File: config.mk
export PLATFORM = sky130hd
export DESIGN_NAME = rstreq_arbiter
export DESIGN_NICKNAME = d
export VERILOG_FILES = /design/src/rtl/rra_pkg.sv /design/src/rtl/rra_sync2.sv /design/src/rtl/rra_qualify.sv /design/src/rtl/rra_order.sv /design/src/rtl/rstreq_arbiter.sv
export SDC_FILE = /design/constraint.sdc
export NUM_CORES = 1
export LEC_CHECK = 0
export ABC_AREA = 0
export BUFFER_PORTS_ARGS = -buffer_cell sky130_fd_sc_hd__buf_2
export CAP_MARGIN = 20
export CORE_ASPECT_RATIO = 0.8
export CORE_MARGIN = 2
export CORE_UTILIZATION = 56
export CTS_BUF_LIST = sky130_fd_sc_hd__clkbuf_4 sky130_fd_sc_hd__clkbuf_8 sky130_fd_sc_hd__clkbuf_16
export CTS_CLUSTER_DIAMETER = 60
export CTS_CLUSTER_SIZE = 16
export DETAILED_ROUTE_END_ITERATION = 12
export PLACE_DENSITY = 0.86
export SYNTH_ARGS = -nofsm -noshare
export SYNTH_HDL_FRONTEND = slang
export SYNTH_SLANG_ARGS = --single-unit
File: constraint.sdc
create_clock -name clk_i -period 3 [get_ports clk_i]
set_input_delay 0.15 -clock clk_i [delete_from_list [all_inputs] [get_ports clk_i]]
set_output_delay 0.15 -clock clk_i [all_outputs]
set_load 0.02 [all_outputs]
File: src/rtl/rra_pkg.sv
package rra_pkg;

    typedef enum logic [1:0] {
        CAUSE_NONE = 2'd0,
        CAUSE_WAKE = 2'd1,
        CAUSE_HW   = 2'd2
    } cause_e;

    typedef enum logic [1:0] {
        ST_ACTIVE = 2'd0,
        ST_WAKE   = 2'd1,
        ST_RESET  = 2'd2
    } serve_e;

endpackage

File: src/rtl/rra_sync2.sv
module rra_sync2 #(
    parameter int STAGES    = 2,
    parameter bit RESET_VAL = 1'b1
) (
    input  logic clk_i,
    input  logic rst_ni,
    input  logic d_i,
    output logic q_o
);
    logic [STAGES-1:0] ff_d, ff_q;

    always_comb begin
        ff_d = {ff_q[STAGES-2:0], d_i};
    end

    always_ff @(posedge clk_i or negedge rst_ni) begin
        if (!rst_ni) ff_q <= {STAGES{RESET_VAL}};
        else         ff_q <= ff_d;
    end

    assign q_o = ff_q[STAGES-1];
endmodule

File: src/rtl/rra_qualify.sv
module rra_qualify #(
    parameter int N_COND = 4,
    localparam int W     = N_COND + 2
) (
    input  logic [N_COND-1:0] cond_req_i,
    input  logic [N_COND-1:0] cond_en_i,
    input  logic              esc_i,
    input  logic              glitch_i,
    output logic [W-1:0]      vec_o
);
    for (genvar i = 0; i < N_COND; i++) begin : g_mask
        assign vec_o[i] = cond_req_i[i] & cond_en_i[i];
    end
    assign vec_o[N_COND]   = esc_i;
    assign vec_o[N_COND+1] = glitch_i;
endmodule

File: src/rtl/rra_order.sv
module rra_order
    import rra_pkg::*;
#(
    parameter int W = 6
) (
    input  logic         clk_i,
    input  logic         rst_ni,
    input  logic [W-1:0] lvl_i,
    input  logic         wake_i,
    input  logic         ack_i,
    output logic         valid_o,
    output cause_e       cause_o,
    output logic [W-1:0] vec_o,
    output logic         clk_en_o
);
    typedef struct packed {
        serve_e       state;
        logic [W-1:0] vec;
        logic [W-1:0] prev;
        logic [W-1:0] acc;
        logic         wake;
        logic         older;
    } ord_t;

    ord_t s_d, s_q;
    logic [W-1:0] rise, acc_n;
    logic         wake_n, older_n;

    always_comb begin
        rise    = lvl_i & ~s_q.prev;
        acc_n   = s_q.acc | rise;
        wake_n  = s_q.wake | wake_i;
        older_n = s_q.older;
        if (s_q.acc == '0) begin
            older_n = (rise != '0) && !(s_q.wake || wake_i);
        end

        s_d       = s_q;
        s_d.prev  = lvl_i;
        s_d.acc   = acc_n;
        s_d.wake  = wake_n;
        s_d.older = older_n;

        unique case (s_q.state)
            ST_ACTIVE: begin
                if (acc_n != '0 && (older_n || !wake_n)) begin
                    s_d.state = ST_RESET;
                    s_d.vec   = acc_n;
                    s_d.acc   = '0;
                    s_d.older = 1'b0;
                end else if (wake_n) begin
                    s_d.state = ST_WAKE;
                    s_d.wake  = 1'b0;
                end
            end
            ST_WAKE: begin
                if (ack_i) s_d.state = ST_ACTIVE;
            end
            ST_RESET: begin
                if (ack_i) begin
                    s_d.state = ST_ACTIVE;
                    s_d.vec   = '0;
                end
            end
            default: s_d.state = ST_ACTIVE;
        endcase
    end

    always_ff @(posedge clk_i or negedge rst_ni) begin
        if (!rst_ni) begin
            s_q <= '{state: ST_ACTIVE, vec: '0, prev: '0, acc: '0,
                     wake: 1'b0, older: 1'b0};
        end else begin
            s_q <= s_d;
        end
    end

    assign valid_o  = (s_q.state != ST_ACTIVE);
    assign clk_en_o = (s_q.state == ST_ACTIVE);
    assign vec_o    = s_q.vec;
    always_comb begin
        unique case (s_q.state)
            ST_WAKE:  cause_o = CAUSE_WAKE;
            ST_RESET: cause_o = CAUSE_HW;
            default:  cause_o = CAUSE_NONE;
        endcase
    end

    AST_HW_VEC_NONZERO: assert property (@(posedge clk_i) disable iff (!rst_ni)
        (s_q.state == ST_RESET) |-> (s_q.vec != '0));
    AST_VEC_HELD: assert property (@(posedge clk_i) disable iff (!rst_ni)
        (s_q.state == ST_RESET && !ack_i) |=> (s_q.state == ST_RESET && $stable(s_q.vec)));
    AST_ACK_RETURNS: assert property (@(posedge clk_i) disable iff (!rst_ni)
        (s_q.state != ST_ACTIVE && ack_i) |=> (s_q.state == ST_ACTIVE));
    AST_WAKE_NO_VEC: assert property (@(posedge clk_i) disable iff (!rst_ni)
        (s_q.state == ST_WAKE) |-> (s_q.vec == '0));
    AST_PENDING_NOT_LOST: assert property (@(posedge clk_i) disable iff (!rst_ni)
        (s_q.state == ST_ACTIVE && (s_q.acc != '0 || s_q.wake)) |=> (s_q.state != ST_ACTIVE));
    AST_SERVE_NO_SWITCH: assert property (@(posedge clk_i) disable iff (!rst_ni)
        (s_q.state != ST_ACTIVE && !ack_i) |=> $stable(s_q.state));
endmodule

File: src/rtl/rstreq_arbiter.sv
module rstreq_arbiter
    import rra_pkg::*;
#(
    parameter int N_COND    = 4,
    parameter int SYNC_FLOPS = 2,
    localparam int W        = N_COND + 2
) (
    input  logic              clk_i,
    input  logic              rst_ni,
    input  logic [N_COND-1:0] cond_req_i,
    input  logic [N_COND-1:0] cond_en_i,
    input  logic              esc_req_i,
    input  logic              mainpwr_ok_i,
    input  logic              wake_req_i,
    input  logic              rst_ack_i,
    output logic              rst_req_o,
    output logic [1:0]        rst_cause_o,
    output logic [W-1:0]      rst_vec_o,
    output logic              clk_en_o,
    output logic [N_COND:0]   rst_status_o,
    output logic              esc_status_o
);
    typedef struct packed {
        logic [N_COND:0] hw;
        logic            esc;
    } stat_t;

    logic          pwr_ok_s;
    logic [W-1:0]  lvl;
    cause_e        cause;
    stat_t         st_d, st_q;

    rra_sync2 #(.STAGES(SYNC_FLOPS), .RESET_VAL(1'b1)) i_sync (
        .clk_i (clk_i),
        .rst_ni(rst_ni),
        .d_i   (mainpwr_ok_i),
        .q_o   (pwr_ok_s)
    );

    rra_qualify #(.N_COND(N_COND)) i_qual (
        .cond_req_i(cond_req_i),
        .cond_en_i (cond_en_i),
        .esc_i     (esc_req_i),
        .glitch_i  (~pwr_ok_s),
        .vec_o     (lvl)
    );

    rra_order #(.W(W)) i_order (
        .clk_i   (clk_i),
        .rst_ni  (rst_ni),
        .lvl_i   (lvl),
        .wake_i  (wake_req_i),
        .ack_i   (rst_ack_i),
        .valid_o (rst_req_o),
        .cause_o (cause),
        .vec_o   (rst_vec_o),
        .clk_en_o(clk_en_o)
    );

    assign rst_cause_o = cause;

    always_comb begin
        st_d = st_q;
        if (cause == CAUSE_HW) begin
            st_d.hw  = {rst_vec_o[N_COND+1], rst_vec_o[N_COND-1:0]};
            st_d.esc = rst_vec_o[N_COND];
        end
    end

    always_ff @(posedge clk_i or negedge rst_ni) begin
        if (!rst_ni) st_q <= '0;
        else         st_q <= st_d;
    end

    assign rst_status_o = st_q.hw;
    assign esc_status_o = st_q.esc;

    AST_ESC_STATUS_CAPTURE: assert property (@(posedge clk_i) disable iff (!rst_ni)
        (rst_cause_o == CAUSE_HW) |=> (esc_status_o == $past(rst_vec_o[N_COND])));
    AST_CLK_EN_LOW: assert property (@(posedge clk_i) disable iff (!rst_ni)
        $rose(rst_req_o) |-> $fell(clk_en_o));
endmodule

==> impl_metrics.env <==
export IMPL_timing_critical_path_cells="or4_4 > o41ai_4 > a31oi_2 > nand2_2 > mux2i_1"
export IMPL_global_placement_routability_congestion=0.858
export IMPL_drt_pass1_iter_count=4
export IMPL_slew_headroom=0.564
export IMPL_first_pass_grt_wire_length_um=4020
export IMPL_start_kind="flip-flop"
export IMPL_detailedRoute_firstIterationViolations=34
export IMPL_final_min_period_over_clock_period=0.630
export IMPL_stdcell_area_um2=1530
export IMPL_vias=923
export IMPL_synth_seq_cells=30
export IMPL_clockRootBuffer="sky130_fd_sc_hd__clkbuf_4"
export IMPL_final_net_count=165
export IMPL_detail_route_wirelength_um=2460
export IMPL_row_count=15
export IMPL_synthesis_area_um2=1300
export IMPL_syn_area_per_cell_um2=10.8
export IMPL_post_route_cells_drive_above_1_share=0.316
export IMPL_hold_viol=0
export IMPL_start_util=0.596
export IMPL_grt_max_degree=31
export IMPL_final_setup_worst_slack_ns=1.11
export IMPL_detail_route_antenna_nets=0
export IMPL_maxSlewViolCount=0
export IMPL_post_drt_wl_per_cell_um=13.9
export IMPL_clk_path_buf_depth=2
export IMPL_synth_warning_count=0
export IMPL_remaining_drc_errors=0
export IMPL_final_common_cell="sky130_fd_sc_hd__buf_2"
export IMPL_critical_path_arrival_ns=2.13
export IMPL_post_synthesis_net_count=134
export IMPL_worstSkewPairLatency_ns=0.33
export IMPL_grt_remaining_overflow=0
export IMPL_most_common_layout_cells="sky130_fd_sc_hd__buf_2, sky130_fd_sc_hd__dfrtp_1, sky130_fd_sc_hd__nand2_1"
export IMPL_timing_reg2reg_setup_slack_ns=1.11
export IMPL_worst_path_max_delay_cell="sky130_fd_sc_hd__or4_4"
export IMPL_power_mw=1.57
export IMPL_seq_area_frac_synth=0.581
export IMPL_number_of_distinct_library_cell_variants_in_the_gate_level_netlist_after_synthesis=31
export IMPL_netlist_instances=120
export IMPL_clock_sinks=30
export IMPL_ios=30
export IMPL_port_buffers=29
export IMPL_grt_total_usage=0.207
export IMPL_die_y_um=47.1
export IMPL_minimum_period_implied_by_the_final_worst_setup_slack_ns=1.89
export IMPL_setup_total_negative_slack_ns=0
export IMPL_cts_inserted_buffers=5
export IMPL_placed_cell_area_um2=1410
export IMPL_timing_critical_path_buf_inv=0
export IMPL_fmaxAchievable_ghz=0.529
export IMPL_max_cap_violations=0
export IMPL_area_growth_synth_to_final_pct=18.1
export IMPL_p_leak_nw=0.800
export IMPL_power_density_nw_per_um2=1020
export IMPL_power_ir_vdd_worst_mv=0.609
export IMPL_post_dp_hpwl_um=1810
export IMPL_kind_of_cell_adding_the_most_delay_to_the_critical_path="simple AND/OR/NAND/NOR gates"
export IMPL_critical_path_max_stage_delay_ns=0.56
export IMPL_core_area_um2=2180
export IMPL_run_status="finished, final reports clean"
export IMPL_cp_end_kind="flip-flop"
export IMPL_grt_pass1_vias=866
export IMPL_detailedPlace_worstSlack_ns=1.13
export IMPL_worst_clock_skew_ns=0.0134
export IMPL_antenna_found_initial=0
export IMPL_timing_worst_setup_path_type="flip-flop to flip-flop"
export IMPL_timing_hold_ws_ns=0.0392
export IMPL_tightestPinTransition_ns=0.654
export IMPL_hold_class="input port to flip-flop"
export IMPL_top_fanout_value_on_the_critical_path=7
export IMPL_setup_repair_after_global_routing_missed_its_margin="no"
export IMPL_cts_resized_gates=0
export IMPL_dieArea_um2=2720
export IMPL_cts_tree="done"
export IMPL_ctsHtreeMaxLevel=2
export IMPL_via_per_inst=5.21
export IMPL_die_width_um=57.8
export IMPL_worst_setup_hold_path_clk_slew_ns=0.09
export IMPL_setup_violations=0
export IMPL_antenna_cells=0
export IMPL_required_ns=3.24
cell usage after synthesis:
cell                        count  share of area
sky130_fd_sc_hd__dfstp_2        2          0.041
sky130_fd_sc_hd__nor4_1         1         0.0048
sky130_fd_sc_hd__a31oi_2        1         0.0096
sky130_fd_sc_hd__clkbuf_1       1         0.0029
sky130_fd_sc_hd__mux2i_1        8          0.062
sky130_fd_sc_hd__nor2_2         2         0.0096
sky130_fd_sc_hd__inv_1          4          0.012
sky130_fd_sc_hd__buf_4          6          0.035
sky130_fd_sc_hd__o21bai_1       1         0.0058
sky130_fd_sc_hd__nor2b_1        2         0.0096
sky130_fd_sc_hd__clkinv_1       1         0.0029
sky130_fd_sc_hd__nand2b_1       1         0.0048
sky130_fd_sc_hd__or4_4          1         0.0087
sky130_fd_sc_hd__nand2_1       25          0.072
sky130_fd_sc_hd__and3b_1        3          0.020
sky130_fd_sc_hd__a2111oi_0      1         0.0068
sky130_fd_sc_hd__a21oi_1        2         0.0077
sky130_fd_sc_hd__nor3_1         1         0.0039
sky130_fd_sc_hd__buf_6          1         0.0087
sky130_fd_sc_hd__a21boi_0       1         0.0058
sky130_fd_sc_hd__nor2_1        15          0.043
sky130_fd_sc_hd__o41ai_4        1          0.021
sky130_fd_sc_hd__nor2_4         1         0.0087
sky130_fd_sc_hd__nand2_2        1         0.0048
sky130_fd_sc_hd__nor4bb_1       1         0.0077
sky130_fd_sc_hd__o21ba_2        1         0.0077
sky130_fd_sc_hd__o21ai_0        1         0.0039
sky130_fd_sc_hd__dfrtp_1       28           0.54
sky130_fd_sc_hd__and2_4         1         0.0068
sky130_fd_sc_hd__nand3_1        1         0.0039
sky130_fd_sc_hd__and2_1         4          0.019
path summary, 6_finish.rpt:
check,startpoint,endpoint,depth (start not counted)
min in group asynchronous,rst_ni,i_order.s_q[7],2
worst max register to register,i_order.s_q[3],i_order.vec_o[3],5
worst min register to register,i_sync.ff_q[0],i_sync.ff_q[1],0
worst min-delay path,rst_ack_i,i_order.s_q[21],2
worst max-delay path,i_order.s_q[3],i_order.vec_o[3],5
max in group asynchronous,rst_ni,i_order.s_q[0],2
cell families after synthesis:
group,count (synthesis),share of synthesized area
DFF,30,0.581
and+or+nand+nor,60,0.229
muxes,8,0.0617
buffers and inverters,13,0.0607
AOI/OAI and AO/OA,9,0.0685
report_power, final:
| group | total, mW | internal, mW | switching (mW) |
|---|---|---|---|
| sequential | 0.654 | 0.545 | 0.109 |
| combinational | 0.568 | 0.208 | 0.359 |
| clock | 0.344 | 0.208 | 0.136 |
| total | 1.57 | 0.961 | 0.604 |
metal layers:
| metal | vias to the layer above | part of all wire | global-route usage |
|---|---|---|---|
| li1 | 447 | - | - |
| met1 | 449 | 0.48 | 0.289 |
| met2 | 20 | 0.45 | 0.293 |
| met3 | 7 | 0.043 | 0.0744 |
| met4 | 0 | 0.023 | 0.0977 |
| met5 | - | 0 | 0 |
per-stage QoR:
stage,instances,util
after floorplan,120,-
after global placement,166,0.649
after detailed placement,166,0.649
after CTS,177,0.704
after global routing,177,0.704
final,177,0.704
timing repair:
| item | 4_1_cts | 5_1_grt |
|---|---|---|
| endpoints found under the hold margin | 30 | 0 |
| hold buffers | 3 | 0 |
| buffers inserted | 0 | 0 |
| setup endpoints to repair | 0 | 0 |
layout make-up:
type,instances,area (um2)
clock buffers,7,58.8
flip-flops and latches,30,753
multi-input cells,77,465
well taps,25,31.3
inverters,5,18.8
clock inverters,1,30.0
repair buffers,32,175
fillers,156,644
flip-flops by register name, summed over array words and instances, names as in the netlist:
| name | flops |
|---|---|
| rst_status_o | 5 |
| i_order.s_q | 16 |
| i_sync.ff_q | 2 |
| esc_status_o | 1 |
| i_order.vec_o | 6 |
No activity file was read; power rests on OpenSTA's default activity.
